===== config.mk =====
export PLATFORM = sky130hd
export DESIGN_NAME = pt_walker
export DESIGN_NICKNAME = d
export VERILOG_FILES = /design/src/rtl/pt_walker.sv
export SDC_FILE = /design/constraint.sdc
export NUM_CORES = 1
export LEC_CHECK = 0
export ABC_AREA = 1
export BUFFER_PORTS_ARGS = -buffer_cell sky130_fd_sc_hd__buf_2
export CAP_MARGIN = 20
export CORE_MARGIN = 2
export CORE_UTILIZATION = 45
export DETAILED_ROUTE_END_ITERATION = 8
export PLACE_DENSITY = 0.81
export SLEW_MARGIN = 20
export SYNTH_ARGS = -nofsm -noshare
export SYNTH_HDL_FRONTEND = slang
export SYNTH_SLANG_ARGS = --single-unit

===== constraint.sdc =====
create_clock -name clk -period 3.5 [get_ports clk]
set_input_delay 0.525 -clock clk [delete_from_list [all_inputs] [get_ports clk]]
set_output_delay 0.525 -clock clk [all_outputs]
set_load 0.005 [all_outputs]

===== src/rtl/pt_walker.sv =====
module pt_walker #(
  parameter int OUTER_W = 12,
  parameter int INNER_W = 10,
  parameter int OFF_W   = 10
) (
  input  logic                             clk,
  input  logic                             rst_n,
  input  logic [OUTER_W+INNER_W-1:0]       ptbr,
  input  logic                             req_valid,
  input  logic [OUTER_W+INNER_W+OFF_W-1:0] req_vaddr,
  input  logic                             req_write,
  output logic                             req_ready,
  output logic                             rsp_valid,
  output logic [OUTER_W+INNER_W+OFF_W-1:0] rsp_paddr,
  output logic [1:0]                       rsp_fault,
  output logic                             mem_rd,
  output logic [OUTER_W+INNER_W+OFF_W-1:0] mem_addr,
  input  logic                             mem_rvalid,
  input  logic [OUTER_W+INNER_W+OFF_W-1:0] mem_rdata
);
  localparam int VA_W = OUTER_W + INNER_W + OFF_W;
  localparam int FR_W = VA_W - OFF_W;
  localparam logic [1:0] F_OK = 2'd0, F_OUTER = 2'd1, F_INNER = 2'd2, F_PROT = 2'd3;

  typedef enum logic [1:0] {IDLE, READ_OUTER, READ_INNER, DONE} state_t;

  state_t            state;
  logic [VA_W-1:0]   va_q;
  logic              wr_q;
  logic              issued;
  logic [FR_W-1:0]   tbl_q;
  logic [VA_W-1:0]   paddr_q;
  logic [1:0]        fault_q;
  logic [VA_W-1:0]   idx_off;
  logic              got, ent_v, ent_w;

  assign req_ready = (state == IDLE);
  assign rsp_valid = (state == DONE);
  assign rsp_paddr = paddr_q;
  assign rsp_fault = fault_q;

  assign idx_off = (state == READ_INNER) ? VA_W'({va_q[OFF_W +: INNER_W], 2'b00})
                                         : VA_W'({va_q[VA_W-1 -: OUTER_W], 2'b00});
  assign mem_addr = {tbl_q, {OFF_W{1'b0}}} + idx_off;
  assign mem_rd   = (state == READ_OUTER || state == READ_INNER) && !issued;
  assign got      = issued && mem_rvalid;
  assign ent_v    = mem_rdata[0];
  assign ent_w    = mem_rdata[1];

  always_ff @(posedge clk) begin
    if (!rst_n) begin
      state   <= IDLE;
      va_q    <= '0;
      wr_q    <= 1'b0;
      issued  <= 1'b0;
      tbl_q   <= '0;
      paddr_q <= '0;
      fault_q <= F_OK;
    end else begin
      if (mem_rd) issued <= 1'b1;
      else if (got) issued <= 1'b0;
      case (state)
        IDLE: if (req_valid) begin
          va_q  <= req_vaddr;
          wr_q  <= req_write;
          tbl_q <= ptbr;
          state <= READ_OUTER;
        end
        READ_OUTER: if (got) begin
          if (!ent_v) begin
            fault_q <= F_OUTER;
            paddr_q <= '0;
            state   <= DONE;
          end else if (wr_q && !ent_w) begin
            fault_q <= F_PROT;
            paddr_q <= '0;
            state   <= DONE;
          end else begin
            tbl_q <= mem_rdata[VA_W-1:OFF_W];
            state <= READ_INNER;
          end
        end
        READ_INNER: if (got) begin
          if (!ent_v) begin
            fault_q <= F_INNER;
            paddr_q <= '0;
          end else if (wr_q && !ent_w) begin
            fault_q <= F_PROT;
            paddr_q <= '0;
          end else begin
            fault_q <= F_OK;
            paddr_q <= {mem_rdata[VA_W-1:OFF_W], va_q[OFF_W-1:0]};
          end
          state <= DONE;
        end
        default: state <= IDLE;
      endcase
    end
  end

  AST_RD_PULSE: assert property (@(posedge clk) disable iff (!rst_n)
    mem_rd |=> !mem_rd);
  AST_ADDR_HELD: assert property (@(posedge clk) disable iff (!rst_n)
    (issued && !mem_rvalid) |=> $stable(mem_addr));
  AST_RSP_PULSE: assert property (@(posedge clk) disable iff (!rst_n)
    rsp_valid |=> (!rsp_valid && req_ready));
  AST_ACCEPT_BUSY: assert property (@(posedge clk) disable iff (!rst_n)
    (req_valid && req_ready) |=> !req_ready);
  AST_FAULT_NO_PA: assert property (@(posedge clk) disable iff (!rst_n)
    (rsp_valid && rsp_fault != F_OK) |-> (rsp_paddr == '0));
  AST_OFFSET_KEPT: assert property (@(posedge clk) disable iff (!rst_n)
    (rsp_valid && rsp_fault == F_OK) |-> (rsp_paddr[OFF_W-1:0] == va_q[OFF_W-1:0]));
endmodule


==> impl_metrics.toml, run 1 <==
[run_status]
run_status = "finished, final reports clean"

[worst_hold_path]
hold_class = "input pin to flop"
min-delay-start = "mem_rvalid"
holdPathEnd = "issued"
min_delay_path_depth = 2

[clock_network]
cts_setup_buffers = 0
cts_made_buffers = 9
cts_tree = "built"
clock_sinks = 92
root_buffer = "clkbuf_16"
cts_resized = 0
clkTransAtPathRegs_ns = 0.06
insertion_delay_ns = 0.34
clock_path_buffers = 2
hold_buffers = 0
htreeDepth = 3

[die]
initial_core_util_pct = 46.6
die_height_um = 111
fp-row-count = 38
die_w_um = 111
die_area_um2 = 12200
core-area_um2 = 11000
ioPinCount = 160

[detailed_routing]
vias_per_cell = 4.65
drtAntennaViolNets = 0
drtPass1Iterations = 7
drt-initial-drc-count = 361
vias = 5232
routed_wl_um = 13100
drc = 0
wl_per_cell_um = 11.6

[yosys]
synth_top_area_share_pct = 36.0
synth_cells = 853
avgSynthCellArea_um2 = 6.00
synth_edf_count = 0
ys.flop_type = "dfxtp_1"
synthArstFlopShare_pct = 0
mappedNetlistArea_um2 = 5110
synth_area_leaders = "dfxtp_1, nand2_1, nor2_1"
yosysMostFrequentCell = "nand2_1"
seq_area_frac_synth_pct = 36.0
ys_ff_latch = 92
synth.distinct_cells = 29
synthTopCellsByCount = "nand2_1, nor2_1, inv_1"
yosysWarnings = 0
synth_area_leader_cell = "dfxtp_1"

[setup_path]
critical-path-max-stage-delay_ns = 0.40
reg2reg_to = "tbl_q[21]"
start_kind = "flop"
worstReg2RegStart = "state[1]"
worstSetupPathType = "flop to primary output"
r2r_setup_slack_ns = 0.79
end_kind = "primary output"
cp_max_fo = 23
worst_ep_arrival_time_ns = 2.61
worstRegToRegCells = 11
cp_slowest_cell = "fa_1"
crit_chain = "inv_1, ha_4, inv_1, nand2_1, nand2_1, ha_1, inv_1, fa_1, inv_1, nand3_1, nand3_2, nand2_1, xor2_1, buf_2"
cp_common_cell = "inv_1"
worstPathRequired_ns = 2.97

[placed_design]
post-dp-hpwl_um = 9440
place.gp.congestion = 0.859
io_buffers = 149
placed_cell_area_um2 = 5910

[layout]
nets = 1080
final_util_pct = 56.6
diodes = 0
final_area_um2 = 6220
area_delta_synth_final_pct = 21.6
fillers = 1117
final_layout_size_suffix_gt1_share_pct = 21.3

[sta]
fin_setup_tns_ns = 0
tightest_slew_ns = 0.977
period_needed_ns = 3.13
slew_headroom_pct = 34.8
drv_slew = 0
hold_viol = 0
setup_viol = 0
fin_hold_ws_ns = 0.370
min_period_over_period_pct = 89.5
fin_skew_ns = 0.00808
fmax_mhz = 319
grt_setup_unrepaired = "no"

[pwr]
p_leak_nw = 3.42
ir_drop_mv = 0.410
p_per_area_nw_per_um2 = 768

[global_route]
gr-usage-all-layers_pct = 21.4
grt_pass1_wl_um = 21600
grt_max_degree = 53
grt-ovfl-total = 0
grt_pass1_vias = 4636
antenna_found_initial = 1

[run]
max_cap_viol_count = 0
==> final cells by class <==
| type | instances | area (um2) | area share, % |
|---|---|---|---|
| Clock buffer | 11 | 253 | 4.07 |
| Tap cell | 140 | 175 | 2.82 |
| Clock inverter | 5 | 42.5 | 0.684 |
| Sequential cell | 92 | 1840 | 29.6 |
| Inverter | 115 | 432 | 6.94 |
| Multi-Input combinational cell | 605 | 2660 | 42.7 |
| Timing Repair Buffer | 157 | 818 | 13.2 |
==> metrics by stage <==
stage / instances / power [mW] / worst slack [ns]
after floorplan: 854 / 3.21 / 0.640
after global placement: 1109 / 3.79 / 0.510
after detailed placement: 1109 / 3.83 / 0.494
after CTS: 1125 / 4.80 / 0.122
after global routing: 1125 / 5.26 / 0.0717
final: 1125 / 4.77 / 0.369
==> state kept, by name (all words and copies together), names as in the netlist <==
name and count:
rsp_paddr 32, state 2, rsp_fault 2, issued 1, wr_q 1, tbl_q 22, va_q 32
==> cells in the final DEF (no fill, tap or decap), types with 9 or more instances in the layout <==
| cell | count |
|---|---|
| nor2_2 | 28 |
| nand2_1 | 313 |
| xor2_1 | 9 |
| inv_1 | 113 |
| o21ai_0 | 38 |
| nor2_1 | 137 |
| buf_2 | 149 |
| dfxtp_1 | 92 |
| nand3_1 | 47 |
| clkbuf_16 | 9 |
==> routing by layer <==
| metal | vias to the layer above | global-route usage, % | part of all wire (%) |
|---|---|---|---|
| li1 | 2781 | - | - |
| met1 | 2273 | 27.2 | 44 |
| met2 | 155 | 35.4 | 47 |
| met3 | 21 | 5.65 | 6.5 |
| met4 | 2 | 7.25 | 1.8 |
| met5 | - | 0 | 0.13 |
==> worst max path at each step <==
stage / endpoint / slack, ns / cells after the start / startpoint
floorplan: mem_addr[18] / 0.64 / 14 / state[0]
global placement: mem_addr[18] / 0.51 / 13 / state[0]
detailed placement: mem_addr[18] / 0.49 / 13 / state[0]
CTS: mem_addr[18] / 0.12 / 13 / state[0]
global route: mem_addr[18] / 0.07 / 14 / state[0]
finish: mem_addr[18] / 0.37 / 14 / state[0]
==> power breakdown <==
group          switching (mW)  internal (mW)
combinational            1.46          0.823
sequential              0.181           1.36
clock                   0.424          0.528
total                    2.07           2.71
==> logic make-up (layout without fill, tap and decap cells) <==
logic type | Yosys count | after routing | share of synthesized area, %
fa+ha+maj | 9 | 9 | 2.35
buf+inv | 157 | 288 | 12.5
compound gates | 47 | 47 | 4.72
other cells | 1 | 2 | 0.0733
flops | 92 | 92 | 36.0
simple gates | 537 | 537 | 42.6
xor+xnor | 10 | 10 | 1.71
==> worst max-delay path, delay by kind of cell, from the launching register on <==
| kind | cells | cell delay [ns] |
|---|---|---|
| AND/OR/NAND/NOR | 5 | 0.43 |
| buffers and inverters | 5 | 0.48 |
| XOR/XNOR | 1 | 0.16 |
| adder cells (fa/ha/maj) | 3 | 0.82 |
| flip-flops | 1 | 0.37 |
Power figures use the tool's default switching activity.
==> run 2: changes to the inputs <==
--- a/config.mk
+++ b/config.mk
@@ -12,6 +12,7 @@
 export CORE_UTILIZATION = 45
 export DETAILED_ROUTE_END_ITERATION = 8
 export PLACE_DENSITY = 0.81
+export REMOVE_ABC_BUFFERS = 1
 export SLEW_MARGIN = 20
 export SYNTH_ARGS = -nofsm -noshare
 export SYNTH_HDL_FRONTEND = slang
==> run 2 against run 1 <==
Critical path depth unchanged. Global-route usage up 0.84 points. Die area stayed put. Routed wire length up 2.1%.
==> impl_metrics.toml, run 2 (synthesized netlist as in run 1, its figures left out) <==
[clock_network]
clock_path_buffers = 2
root_buffer = "clkbuf_16"
clock_sinks = 92
insertion_delay_ns = 0.35
cts_made_buffers = 9
cts_tree = "built"
clkTransAtPathRegs_ns = 0.07
htreeDepth = 3

[sta]
setup_viol = 0
min_period_over_period_pct = 90.7
drv_slew = 0
tightest_slew_ns = 1.04
slew_headroom_pct = 30.0
fmax_mhz = 315
period_needed_ns = 3.17
fin_setup_tns_ns = 0
fin_skew_ns = 0.00911
fin_ws_ns = 0.326
hold_viol = 0
grt_setup_unrepaired = "no"

[layout]
nets = 1079
area_delta_synth_final_pct = 21.2
final_cell_mix = "nand2_1, buf_2, nor2_1"
diodes = 0
layout.cells.most_common = "nand2_1"
final_layout_size_suffix_gt1_share_pct = 21.1
final_util_pct = 56.4
fillers = 1093

[detailed_routing]
vias = 5290
wl_per_cell_um = 11.9
routed_wl_um = 13300
vias_per_cell = 4.71
drt-initial-drc-count = 321
drc = 0
drtAntennaViolNets = 0
drtPass1Iterations = 5

[setup_path]
end_kind = "primary output"
worstPathRequired_ns = 2.97
worst_ep_arrival_time_ns = 2.65
start_kind = "flop"
worstReg2RegStart = "state[0]"
cp_max_fo = 13
crit_path_start = "state[0]"
worstSetupPathType = "flop to primary output"

[pwr]
switchingPower_mw = 2.12
ir_drop_mv = 0.437
total_power_mw = 4.85
p_sw_share_pct = 43.6
p_per_area_nw_per_um2 = 783
pwr-share-comb_pct = 47.4
p_seq_share_pct = 31.7
p_leak_nw = 3.41
internal_power_mw = 2.74
clkPwrFrac_pct = 20.9

[global_route]
grt_pass1_wl_um = 22500
antenna_found_initial = 0
grt-ovfl-total = 0
gr-usage-all-layers_pct = 22.3
grt_pass1_vias = 4920
grt_max_degree = 56

[placed_design]
dp_slack_ns = 0.571
place.gp.congestion = 0.922
post-dp-hpwl_um = 9260
io_buffers = 149

[run_status]
run_status = "finished, final reports clean"

[die]
fp-row-count = 38
die_w_um = 111
core-area_um2 = 11000
initial_core_util_pct = 46.6
die_height_um = 111
die_area_um2 = 12200
ioPinCount = 160

[run]
max_cap_viol_count = 0

[worst_hold_path]
hold_class = "input pin to flop"
min-delay-start = "mem_rvalid"
==> run 2: cell count changes in the layout (fill, tap and decap cells not counted), sizes merged <==
cell / before / now
buf: 157 / 156
bufinv: 0 / 1
clkbuf: 11 / 10
clkinv: 2 / 3
clkinvlp: 1 / 0
==> run 2: critical path, cell delays in order (launching register included) <==
cell	delay [ns]
dfxtp_1	0.38
inv_1	0.08
ha_2	0.29
inv_1	0.11
nand2_1	0.05
nand2_1	0.06
ha_1	0.15
inv_1	0.06
fa_1	0.40
inv_1	0.09
nand2_1	0.06
nand2_1	0.19
nand2_1	0.10
xor2_1	0.15
buf_2	0.14
==> run 2: worst paths after layout <==
check | slack [ns] | cells after the start | endpoint
max | 0.33 | 14 | mem_addr[24]
min reg2reg | 0.45 | 2 | va_q[29]
max reg2reg | 0.95 | 10 | rsp_paddr[4]
min | 0.37 | 2 | issued
==> run 2: layout make-up <==
| type | instances | area [um2] | share of cell area (%) |
|---|---|---|---|
| flip-flops and latches | 92 | 1840 | 29.7 |
| inverters | 115 | 432 | 6.96 |
| clock buffers | 10 | 229 | 3.69 |
| clock inverters | 6 | 78.8 | 1.27 |
| well taps | 140 | 175 | 2.83 |
| repair buffers | 156 | 798 | 12.9 |
| multi-input cells | 605 | 2650 | 42.7 |
==> run 2: timing repair <==
action	CTS	global route
gates resized for setup	0	2
setup buffers	0	0
endpoints found under the setup margin	0	3
hold buffers	0	0
==> run 2: per-stage QoR <==
step	cells	hold slack (ns)	area, um2
CTS	1124	0.354	6190
finish	1124	0.365	6200
detailed placement	1108	0.444	5890
floorplan	812	0.424	4910
global route	1124	0.376	6200
global placement	1108	0.439	5890
==> run 2: power by group through the flow <==
stage	combinational (mW)	sequential, mW	clock, mW
global route	2.68	1.58	1.09
finish	2.30	1.54	1.02
floorplan	1.54	1.53	0
detailed placement	2.30	1.56	0
global placement	2.26	1.55	0
CTS	2.31	1.54	1.04
==> run 2: metal layers <==
metal | GRT usage [%] | part of all wire [%] | up-vias
li1 | - | - | 2780
met1 | 27.8 | 45 | 2304
met2 | 36.0 | 45 | 190
met3 | 8.40 | 8.9 | 16
met4 | 6.50 | 1.6 | 0
met5 | 0 | 0 | -
